--- config.mk ---
export PLATFORM = sky130hd
export DESIGN_NAME = pingpong_sram_fifo
export DESIGN_NICKNAME = d
export VERILOG_FILES = /design/src/rtl/pp_fifo_pkg.sv /design/src/rtl/pp_access_seq.sv /design/src/rtl/pp_bank_port.sv /design/src/rtl/pp_dword_unpack.sv /design/src/rtl/pingpong_sram_fifo.sv
export SDC_FILE = /design/constraint.sdc
export NUM_CORES = 1
export LEC_CHECK = 0
export BUFFER_PORTS_ARGS = -buffer_cell sky130_fd_sc_hd__buf_4
export CORE_AREA = 2 2 165 167
export DETAILED_ROUTE_END_ITERATION = 7
export DIE_AREA = 0 0 167 169
export GPL_ROUTABILITY_DRIVEN = 0
export PLACE_DENSITY = 0.71
export SETUP_SLACK_MARGIN = 0.4
export SLEW_MARGIN = 20
export SYNTH_ARGS = -nofsm -noshare
export SYNTH_HDL_FRONTEND = slang
export SYNTH_SLANG_ARGS = --single-unit
--- constraint.sdc ---
create_clock -name clk -period 7.7 [get_ports clk]
set_clock_uncertainty 0.2 [all_clocks]
set_input_delay 0.77 -clock clk [delete_from_list [all_inputs] [get_ports clk]]
set_output_delay 0.77 -clock clk [all_outputs]
set_load 0.005 [all_outputs]
--- src/rtl/pp_fifo_pkg.sv ---
// Shared definitions for the ping-pong SRAM FIFO.
// Assumes exactly two banks, selected by bit 0 of a word pointer.
package pp_fifo_pkg;
    localparam int NBANK = 2;

    typedef enum logic {
        BANK_L = 1'b0,
        BANK_R = 1'b1
    } bank_e;

    // Bank that holds the word a pointer refers to.
    function automatic bank_e bank_of(input logic ptr_lsb);
        return bank_e'(ptr_lsb);
    endfunction
endpackage

--- src/rtl/pp_access_seq.sv ---
// Access sequencer: once started, it holds one SRAM access open for HOLD_CYC
// cycles and exposes the latched bank and in-bank address.
// Assumes start is raised only while busy is low.
module pp_access_seq
    import pp_fifo_pkg::*;
#(
    parameter int PTR_W    = 18,
    parameter int HOLD_CYC = 2
) (
    input  logic                 clk,
    input  logic                 rst_n,
    input  logic                 start,
    input  logic [PTR_W-1:0]     ptr,
    output logic                 busy,
    output logic                 last,
    output bank_e                bank,
    output logic [PTR_W-2:0]     addr
);
    localparam int CW = (HOLD_CYC > 1) ? $clog2(HOLD_CYC) : 1;

    logic [CW-1:0]    cnt_q;
    logic [PTR_W-1:0] ptr_q;

    // Track the open access and its cycle within the hold window.
    always_ff @(posedge clk) begin
        if (!rst_n) begin
            busy  <= 1'b0;
            cnt_q <= '0;
            ptr_q <= '0;
        end else if (start) begin
            busy  <= 1'b1;
            cnt_q <= '0;
            ptr_q <= ptr;
        end else if (last) begin
            busy  <= 1'b0;
        end else if (busy) begin
            cnt_q <= cnt_q + 1'b1;
        end
    end

    assign last = busy && (cnt_q == CW'(HOLD_CYC - 1));
    assign bank = bank_of(ptr_q[0]);
    assign addr = ptr_q[PTR_W-1:1];
endmodule

--- src/rtl/pp_bank_port.sv ---
// Bank pin driver: routes the write and read sequencers to the pins of the
// bank each one owns. Assumes the arbiter never gives both the same bank.
module pp_bank_port
    import pp_fifo_pkg::*;
#(
    parameter int BANK_AW = 17,
    parameter int WORD_W  = 64
) (
    input  logic                      w_busy,
    input  bank_e                     w_bank,
    input  logic [BANK_AW-1:0]        w_addr,
    input  logic [WORD_W-1:0]         w_data,
    input  logic                      r_busy,
    input  bank_e                     r_bank,
    input  logic [BANK_AW-1:0]        r_addr,
    output logic [NBANK-1:0]          ce_n,
    output logic [NBANK-1:0]          we_n,
    output logic [NBANK-1:0]          oe_n,
    output logic [NBANK*BANK_AW-1:0]  addr,
    output logic [NBANK*WORD_W-1:0]   wdata
);
    for (genvar g = 0; g < NBANK; g++) begin : g_bank
        localparam bank_e THIS_BANK = (g == 1) ? BANK_R : BANK_L;
        logic wsel;
        logic rsel;

        // Decide which sequencer, if any, owns this bank now.
        assign wsel = w_busy && (w_bank == THIS_BANK);
        assign rsel = r_busy && (r_bank == THIS_BANK);

        assign ce_n[g] = !(wsel || rsel);
        assign we_n[g] = !wsel;
        assign oe_n[g] = !rsel;
        assign addr[g*BANK_AW +: BANK_AW] = wsel ? w_addr : r_addr;
        assign wdata[g*WORD_W +: WORD_W]  = w_data;
    end
endmodule

--- src/rtl/pp_dword_unpack.sv ---
// Output unpacker: holds one 64-bit word and hands it to the consumer as
// two dwords, low half first. Assumes load arrives only while rd_valid is low.
module pp_dword_unpack #(
    parameter int WORD_W = 64
) (
    input  logic                  clk,
    input  logic                  rst_n,
    input  logic                  load,
    input  logic [WORD_W-1:0]     din,
    input  logic                  rd_ready,
    output logic                  rd_valid,
    output logic [WORD_W/2-1:0]   rd_data
);
    localparam int DW = WORD_W / 2;

    logic [WORD_W-1:0] word_q;
    logic              upper_q;

    // Load a fetched word and step through its halves as they are taken.
    always_ff @(posedge clk) begin
        if (!rst_n) begin
            rd_valid <= 1'b0;
            upper_q  <= 1'b0;
            word_q   <= '0;
        end else if (load) begin
            rd_valid <= 1'b1;
            upper_q  <= 1'b0;
            word_q   <= din;
        end else if (rd_valid && rd_ready) begin
            if (upper_q) begin
                rd_valid <= 1'b0;
                upper_q  <= 1'b0;
            end else begin
                upper_q  <= 1'b1;
            end
        end
    end

    assign rd_data = upper_q ? word_q[WORD_W-1:DW] : word_q[DW-1:0];
endmodule

--- src/rtl/pingpong_sram_fifo.sv ---
// Ping-pong SRAM FIFO top: interleaves words over two SRAM banks, arbitrates
// bank ownership between one writer and one reader (write first), and keeps
// the pointers, fill count and flags. Assumes SRAMs that write on a low
// chip enable plus low write enable, and drive data on a low output enable.
module pingpong_sram_fifo
    import pp_fifo_pkg::*;
#(
    parameter int BANK_AW  = 17,
    parameter int WORD_W   = 64,
    parameter int HOLD_CYC = 2
) (
    input  logic                      clk,
    input  logic                      rst_n,
    input  logic                      wr_valid,
    input  logic [WORD_W-1:0]         wr_data,
    output logic                      wr_ready,
    output logic                      rd_valid,
    output logic [WORD_W/2-1:0]       rd_data,
    input  logic                      rd_ready,
    output logic [BANK_AW+1:0]        fill_count,
    output logic                      full,
    output logic                      empty,
    output logic [NBANK-1:0]          sram_ce_n,
    output logic [NBANK-1:0]          sram_we_n,
    output logic [NBANK-1:0]          sram_oe_n,
    output logic [NBANK*BANK_AW-1:0]  sram_addr,
    output logic [NBANK*WORD_W-1:0]   sram_wdata,
    input  logic [NBANK*WORD_W-1:0]   sram_rdata
);
    localparam int PTR_W = BANK_AW + 1;
    localparam int CNT_W = BANK_AW + 2;
    localparam logic [CNT_W-1:0] CAP = CNT_W'(1) << PTR_W;

    logic [PTR_W-1:0]  wr_ptr_q;
    logic [PTR_W-1:0]  rd_ptr_q;
    logic [CNT_W-1:0]  count_q;
    logic [WORD_W-1:0] wdata_q;

    logic              wr_go;
    logic              rd_go;
    logic              w_busy;
    logic              w_last;
    bank_e             w_bank;
    logic [BANK_AW-1:0] w_addr;
    logic              r_busy;
    logic              r_last;
    bank_e             r_bank;
    logic [BANK_AW-1:0] r_addr;
    logic [WORD_W-1:0] fetched;

    assign full       = (count_q == CAP);
    assign empty      = (count_q == '0);
    assign fill_count = count_q;

    // A bank is free when its chip enable is inactive.
    assign wr_ready = !full && !w_busy && sram_ce_n[wr_ptr_q[0]];
    assign wr_go    = wr_valid && wr_ready;

    // Reader starts only into an empty holder; a same-bank write wins.
    assign rd_go = !r_busy && !rd_valid && !empty
                && sram_ce_n[rd_ptr_q[0]]
                && !(wr_go && (wr_ptr_q[0] == rd_ptr_q[0]));

    // Pointer, count and write-data bookkeeping.
    always_ff @(posedge clk) begin
        if (!rst_n) begin
            wr_ptr_q <= '0;
            rd_ptr_q <= '0;
            count_q  <= '0;
            wdata_q  <= '0;
        end else begin
            if (wr_go) begin
                wr_ptr_q <= wr_ptr_q + 1'b1;
                wdata_q  <= wr_data;
            end
            if (rd_go) begin
                rd_ptr_q <= rd_ptr_q + 1'b1;
            end
            case ({wr_go, rd_go})
                2'b10:   count_q <= count_q + 1'b1;
                2'b01:   count_q <= count_q - 1'b1;
                default: count_q <= count_q;
            endcase
        end
    end

    pp_access_seq #(.PTR_W(PTR_W), .HOLD_CYC(HOLD_CYC)) u_wseq (
        .clk   (clk),
        .rst_n (rst_n),
        .start (wr_go),
        .ptr   (wr_ptr_q),
        .busy  (w_busy),
        .last  (w_last),
        .bank  (w_bank),
        .addr  (w_addr)
    );

    pp_access_seq #(.PTR_W(PTR_W), .HOLD_CYC(HOLD_CYC)) u_rseq (
        .clk   (clk),
        .rst_n (rst_n),
        .start (rd_go),
        .ptr   (rd_ptr_q),
        .busy  (r_busy),
        .last  (r_last),
        .bank  (r_bank),
        .addr  (r_addr)
    );

    pp_bank_port #(.BANK_AW(BANK_AW), .WORD_W(WORD_W)) u_port (
        .w_busy (w_busy),
        .w_bank (w_bank),
        .w_addr (w_addr),
        .w_data (wdata_q),
        .r_busy (r_busy),
        .r_bank (r_bank),
        .r_addr (r_addr),
        .ce_n   (sram_ce_n),
        .we_n   (sram_we_n),
        .oe_n   (sram_oe_n),
        .addr   (sram_addr),
        .wdata  (sram_wdata)
    );

    // Select the data bus of the bank being read.
    assign fetched = (r_bank == BANK_R) ? sram_rdata[NBANK*WORD_W-1:WORD_W]
                                        : sram_rdata[WORD_W-1:0];

    pp_dword_unpack #(.WORD_W(WORD_W)) u_unpack (
        .clk      (clk),
        .rst_n    (rst_n),
        .load     (r_last),
        .din      (fetched),
        .rd_ready (rd_ready),
        .rd_valid (rd_valid),
        .rd_data  (rd_data)
    );
endmodule

==> results of run 1 <==
==> logic make-up (layout without fill, tap and decap cells) <==
logic type      after synthesis  in the layout  synth area share (%)
buf+inv                     163            489                  7.86
mux                         137            137                  13.3
compound gates              281            281                  14.0
fa+ha+maj                    20             20                  2.34
simple gates                478            478                  19.0
xor+xnor                     33             33                  2.62
flops                       225            225                  40.9
other cells                   0              3                     0
==> cell usage in the layout, fill, tap and decap left out, types with 5 or more instances in the layout <==
cell,instances
nand3_1,42
nor3_1,11
xnor2_1,16
ha_1,19
and3_1,7
clkbuf_16,27
o21a_1,5
mux2_2,68
and2_1,7
nor2_1,42
nand2_1,307
inv_1,14
a211oi_1,5
mux2i_1,67
dfxtp_1,224
nor4_1,15
or3_1,7
clkbuf_1,6
buf_4,426
o21ai_0,91
nand2b_1,9
a21oi_1,139
nand4_1,9
o21bai_1,8
xor2_1,17
==> area by class of cell <==
class                           count  area (um2)
Multi-Input combinational cell    949        5700
Sequential cell                   225        4510
Clock inverter                     11         144
Tap cell                          341         427
Timing Repair Buffer              426        3200
Clock buffer                       37         753
Fill cell                        2471       11700
Antenna cell                        3        7.51
Inverter                           15        58.8
==> per-layer routing <==
metal	global-route usage (%)	up-vias	share of wire, %
met5	0	-	0
met4	7.35	0	2.7
met3	4.09	57	6.5
met2	40.8	365	52
met1	23.1	4857	38
li1	-	5147	-
==> registers in the layout, summed over array words and instances (netlist names) <==
signal             cells
u_rseq.cnt_q           1
u_wseq.busy            1
u_wseq.cnt_q           1
wr_ptr_q              18
u_wseq.ptr_q          18
fill_count            19
u_unpack.upper_q       1
u_rseq.busy            1
wdata_q               64
u_unpack.rd_valid      1
rd_ptr_q              18
u_unpack.word_q       64
u_rseq.ptr_q          18
==> critical path, cell delays in order, from the launching register on <==
cell and delay (ns):
dfxtp_1 0.35, nor4_1 0.51, nand3_1 0.31, o21ai_4 0.21
nand2_1 0.10, inv_1 0.48, ha_1 0.39, o21ai_0 0.16
a2111o_1 0.44, a31oi_1 0.34, mux2_2 0.38, o311ai_0 0.08
o21ai_0 0.12
==> where the power goes <==
group | switching [mW] | leakage, nW | internal, mW
combinational | 1.04 | 3.97 | 0.806
sequential | 0.145 | 1.83 | 1.31
clock | 0.491 | 0.433 | 0.783
total | 1.67 | 6.23 | 2.90
==> worst max-delay path by stage <==
stage / from / to / depth (start not counted)
floorplan: wr_valid / fill_count[16] / 14
global placement: wr_valid / fill_count[16] / 13
detailed placement: wr_valid / fill_count[16] / 13
CTS: wr_ptr_q[0] / fill_count[16] / 12
global route: fill_count[5] / fill_count[18] / 12
finish: fill_count[5] / fill_count[16] / 12
==> per-stage QoR <==
stage	std cells	hold WS, ns	setup WS (ns)	utilization, %
floorplan	1337	0.220	3.71	-
global placement	1956	0.228	3.34	52.4
detailed placement	1956	0.239	3.30	52.4
CTS	2004	0.254	3.58	55.8
global route	2007	0.271	3.12	55.8
finish	2007	0.250	3.51	55.8
==> reports/results.txt, run 1 <==
GRT Overall Usage: 21.2%
Launching element type of the critical path: flip-flop
Hold Path Stages: 2
Clk buf depth: 3
Clock sinks: 225
Main flop type after synthesis: dfxtp_1
Hold-fix buffers, CTS: 0
Post-Synthesis Cells: 1337
Fmax: 0.238 GHz
Unique masters post-synth: 56
CP Data Arrival Time: 4.40 ns
Tot Pwr: 4.57 mW
Yosys reg bits: 225
Height of the die: 169 um
CTS tree: built
Total grt overflow: 0
Design area: 0.0148 mm2
Layout cells sized above 1: 33.4%
Synth top area cells: dfxtp_1 (41%), nand2_1 (10%), mux2_2 (6.9%), a21oi_1 (6.4%), mux2i_1 (6.1%)
Worst flop-to-flop path startpoint: fill_count[5]
Warnings from Yosys: 0
Area Overhead vs Synth: 34.3%
Worst min path class: reg2reg
Power Density: 309 mW/mm2
Die X: 167 um
Core Box Area: 0.0265 mm2
Seq/Total Area, Yosys: 40.9%
Clk slew on worst S/H paths: 0.06 ns
Starting DRT DRC Count: 711
Num CTS Buffers: 26
Die area: 0.0282 mm2
Placed instance area: 0.0139 mm2
Nets: 1859
Row count: 60
TritonRoute pass-1 iters: 7
Setup repair bufs after CTS: 0
Fin Setup TNS: 0 ns
Max-slew headroom: 26.2%
Avg Cell Area, Syn: 8.24 um2
Syn nets: 1553
Fin. max-slew vios: 0
Largest net degree at the start of global routing: 91
P_leak: 6.23 nW
Synth top cells by count: nand2_1 (307), dfxtp_1 (225), a21oi_1 (141)
RR Endpoint: fill_count[16]
Hold Startpoint: u_unpack.word_q[62]
Syn Std Cell Area: 0.0110 mm2
WHS Endpoint: u_unpack.word_q[62]
Root buffer cell: clkbuf_16
Initial Util: 41.6%
Post-synthesis async set-or-reset flop share: 0%
Fin crit share: 54.5%
H-tree depth: 1
DR vias: 10.4k
Later-pin clock latency in the skew report: 0.53 ns
Top-count cell post-synth: nand2_1
Post_cts resized: 0
CP Max Fanout: 17
Worst-margin pin slew: 1.11 ns
Input/output buffers: 418
Unrepaired setup endpoints after global routing: false
Outcome: complete, no violations
Critical path class: reg2reg
Initial antenna violation count: 3
Period minus WS final: 4.19 ns
Area leader, netlist: dfxtp_1
Yosys top cell area share: 40.9%
IO Pins: 419
Worst vdd ir: 0.178 mV
First-pass GRT wire length: 49.7 mm
EDFF count, synth: 0
CP required: 7.90 ns
CP endpoint kind: flip-flop
Post-Route WL: 31.9 mm
DRC Markers: 0
Max-cap viol count: 0
Hold Fails Final Rpt: 0
HPWL after DPL: 23.2 mm
Worst R2R Path Depth: 12
Via density: 5.19
Antenna-violating nets left: 0
Routed WL per cell: 15.9 um
R2R setup slack: 3.51 ns
Setup-failing EPs final: 0
Vias in the first global route: 9943
Power figures use the tool's default switching activity.
==> run 2: changes to the inputs <==
clock period = 4.22 ns   (was 7.7 ns; I/O delays follow)
==> run 2 against run 1 <==
Against the previous run: sequential cell count is the same; worst hold slack lost 0.25 ns; die area is the same; largest cell class unchanged; largest power group unchanged; wire length grew 13%; count of clock-buffer cells in the layout shrank 2; power grew 86%; fmax grew 18%; critical path depth is the same; core utilization grew 5.9 points; cell count grew 7.7%.
==> reports/results.txt, run 2 (synthesis gave the netlist of run 1 again) <==
Outcome: complete, no violations
Area occupied by multi-input gates: 0.00577 mm2
Register area: 0.00451 mm2
HPWL after DPL: 23.9 mm
Power Density: 521 mW/mm2
Most frequent cells in the layout: buf_4 (433), nand2_1 (306), dfxtp_1 (223)
Unrepaired setup endpoints after global routing: false
Fill cells: 2200
Later-pin clock latency in the skew report: 0.52 ns
Hold Fails Final Rpt: 0
Num CTS Buffers: 25
RR Endpoint: fill_count[14]
CP Max Fanout: 6
TritonRoute pass-1 iters: 5
Die X: 167 um
Placed instance area: 0.0139 mm2
Fin Setup TNS: 0 ns
CP Data Arrival Time: 3.80 ns
Core Box Area: 0.0265 mm2
CP required: 4.47 ns
Clk buf depth: 3
Sw frac: 37.5%
Total grt overflow: 0
Hold Path Stages: 3
Initial Util: 41.6%
Max-cap viol count: 0
Vias in the first global route: 10.9k
Nets: 2020
P_sw: 3.20 mW
Setup-failing EPs final: 0
Input/output buffers: 418
Routed WL per cell: 16.6 um
First-pass GRT wire length: 55.4 mm
CP endpoint kind: flip-flop
Comb power frac: 44.2%
DRC Markers: 0
CTS tree: built
Post-Route WL: 35.9 mm
Clock sinks: 225
Worst-margin pin slew: 1.01 ns
GRT Overall Usage: 23.8%
Int Power: 5.32 mW
Fin. max-slew vios: 0
Hold Startpoint: sram_rdata[76]
Starting DRT DRC Count: 761
Clk slew on worst S/H paths: 0.06 ns
Height of the die: 169 um
Fmax: 0.282 GHz
Root buffer cell: clkbuf_16
Worst min path class: in2reg
Initial antenna violation count: 1
Via density: 5.18
Design area: 0.0163 mm2
Fin crit share: 84.0%
DR vias: 11.2k
R2R setup slack: 0.67 ns
Worst flop-to-flop path startpoint: fill_count[12]
IO Pins: 419
Critical path class: reg2reg
Die area: 0.0282 mm2
Worst vdd ir: 0.320 mV
Antenna-violating nets left: 0
Max-slew headroom: 32.9%
Largest net degree at the start of global routing: 89
Clock power frac: 24.5%
Period minus WS final: 3.55 ns
Layout cells sized above 1: 31.5%
CP Capture Point: fill_count[14]
P_leak: 6.87 nW
Row count: 60
Worst Setup SP: fill_count[12]
Area Overhead vs Synth: 48.4%
Commonest non-fill, non-tap cell in the layout: buf_4
Seq pwr share: 31.3%
H-tree depth: 1
Worst R2R Path Depth: 12
Launching element type of the critical path: flip-flop
[run 2: changes by cell type in the layout (fill, tap and decap cells not counted), sizes merged]
cell | before | now
dlygate4sd3 | 0 | 154
buf | 426 | 433
bufinv | 3 | 0
clkinv | 4 | 7
clkbuf | 37 | 35
diode | 3 | 1
clkinvlp | 3 | 2
inv | 16 | 15
[run 2: through the flow]
| step | worst slack [ns] | std cells | power (mW) | util (%) | hold slack [ns] |
|---|---|---|---|---|---|
| floorplan | 0.414 | 1337 | 4.98 | - | 0.220 |
| global placement | 0.263 | 1962 | 6.05 | 52.6 | 0.228 |
| detailed placement | 0.208 | 1962 | 6.14 | 52.6 | 0.239 |
| CTS | 0.420 | 2160 | 8.44 | 61.4 | 0.000952 |
| global route | 0.421 | 2162 | 9.03 | 61.7 | 0.00717 |
| finish | 0.675 | 2162 | 8.51 | 61.7 | 0.00357 |
[run 2: area by class of cell]
cell class              count  share of cell area (%)
multi-input cells         949                    35.3
repair buffers            587                    29.3
flip-flops and latches    225                    27.6
clock buffers              35                    4.49
well taps                 341                    2.61
inverters                  15                   0.383
clock inverters             8                   0.268
repair inverters            1                  0.0459
diodes                      1                  0.0153
[run 2: worst max-delay path, cell delays in order, from the launching register on]
cell        delay, ns
dfxtp_1          0.37
nor4_4           0.37
and3_2           0.28
a21oi_2          0.07
nand2_2          0.15
clkinvlp_4       0.18
ha_2             0.42
o21ai_0          0.13
a2111o_1         0.47
a31oi_1          0.26
nor3_1           0.08
or3b_1           0.36
a21oi_1          0.13
[run 2: worst min-delay path by stage]
stage	slack (ns)	to
after floorplan	0.22	u_unpack.word_q[32]
after global placement	0.23	u_unpack.word_q[49]
after global routing	0.007	u_unpack.word_q[45]
final	0.004	u_unpack.word_q[12]
after CTS	0.001	u_unpack.word_q[35]
after detailed placement	0.24	u_unpack.word_q[1]
[run 2: per-layer routing]
layer	wire [um]	up-vias	share of wire, %	track usage [%]
li1	-	5467	-	-
met1	13700	5305	38	26.3
met2	19500	382	54	46.4
met3	1940	48	5.4	4.04
met4	719	0	2.0	6.63
met5	0	-	0	0
[run 2: repair_timing]
action	in CTS	in global routing
buffers inserted	1	0
hold buffers	154	0
hold endpoints to repair	112	0
setup endpoints to repair	7	10
gates resized for setup	2	14
gates cloned	0	1
pin swaps	0	0
[run 2: power groups by stage]
| stage | Sequential (mW) | Combinational, mW | Clock (mW) |
|---|---|---|---|
| 6_report | 2.67 | 3.76 | 2.08 |
| 2_1_floorplan | 2.63 | 2.35 | 0 |
| 3_3_place_gp | 2.68 | 3.37 | 0 |
| 5_1_grt | 2.70 | 4.11 | 2.22 |
| 3_5_place_dp | 2.70 | 3.44 | 0 |
| 4_1_cts | 2.65 | 3.66 | 2.13 |
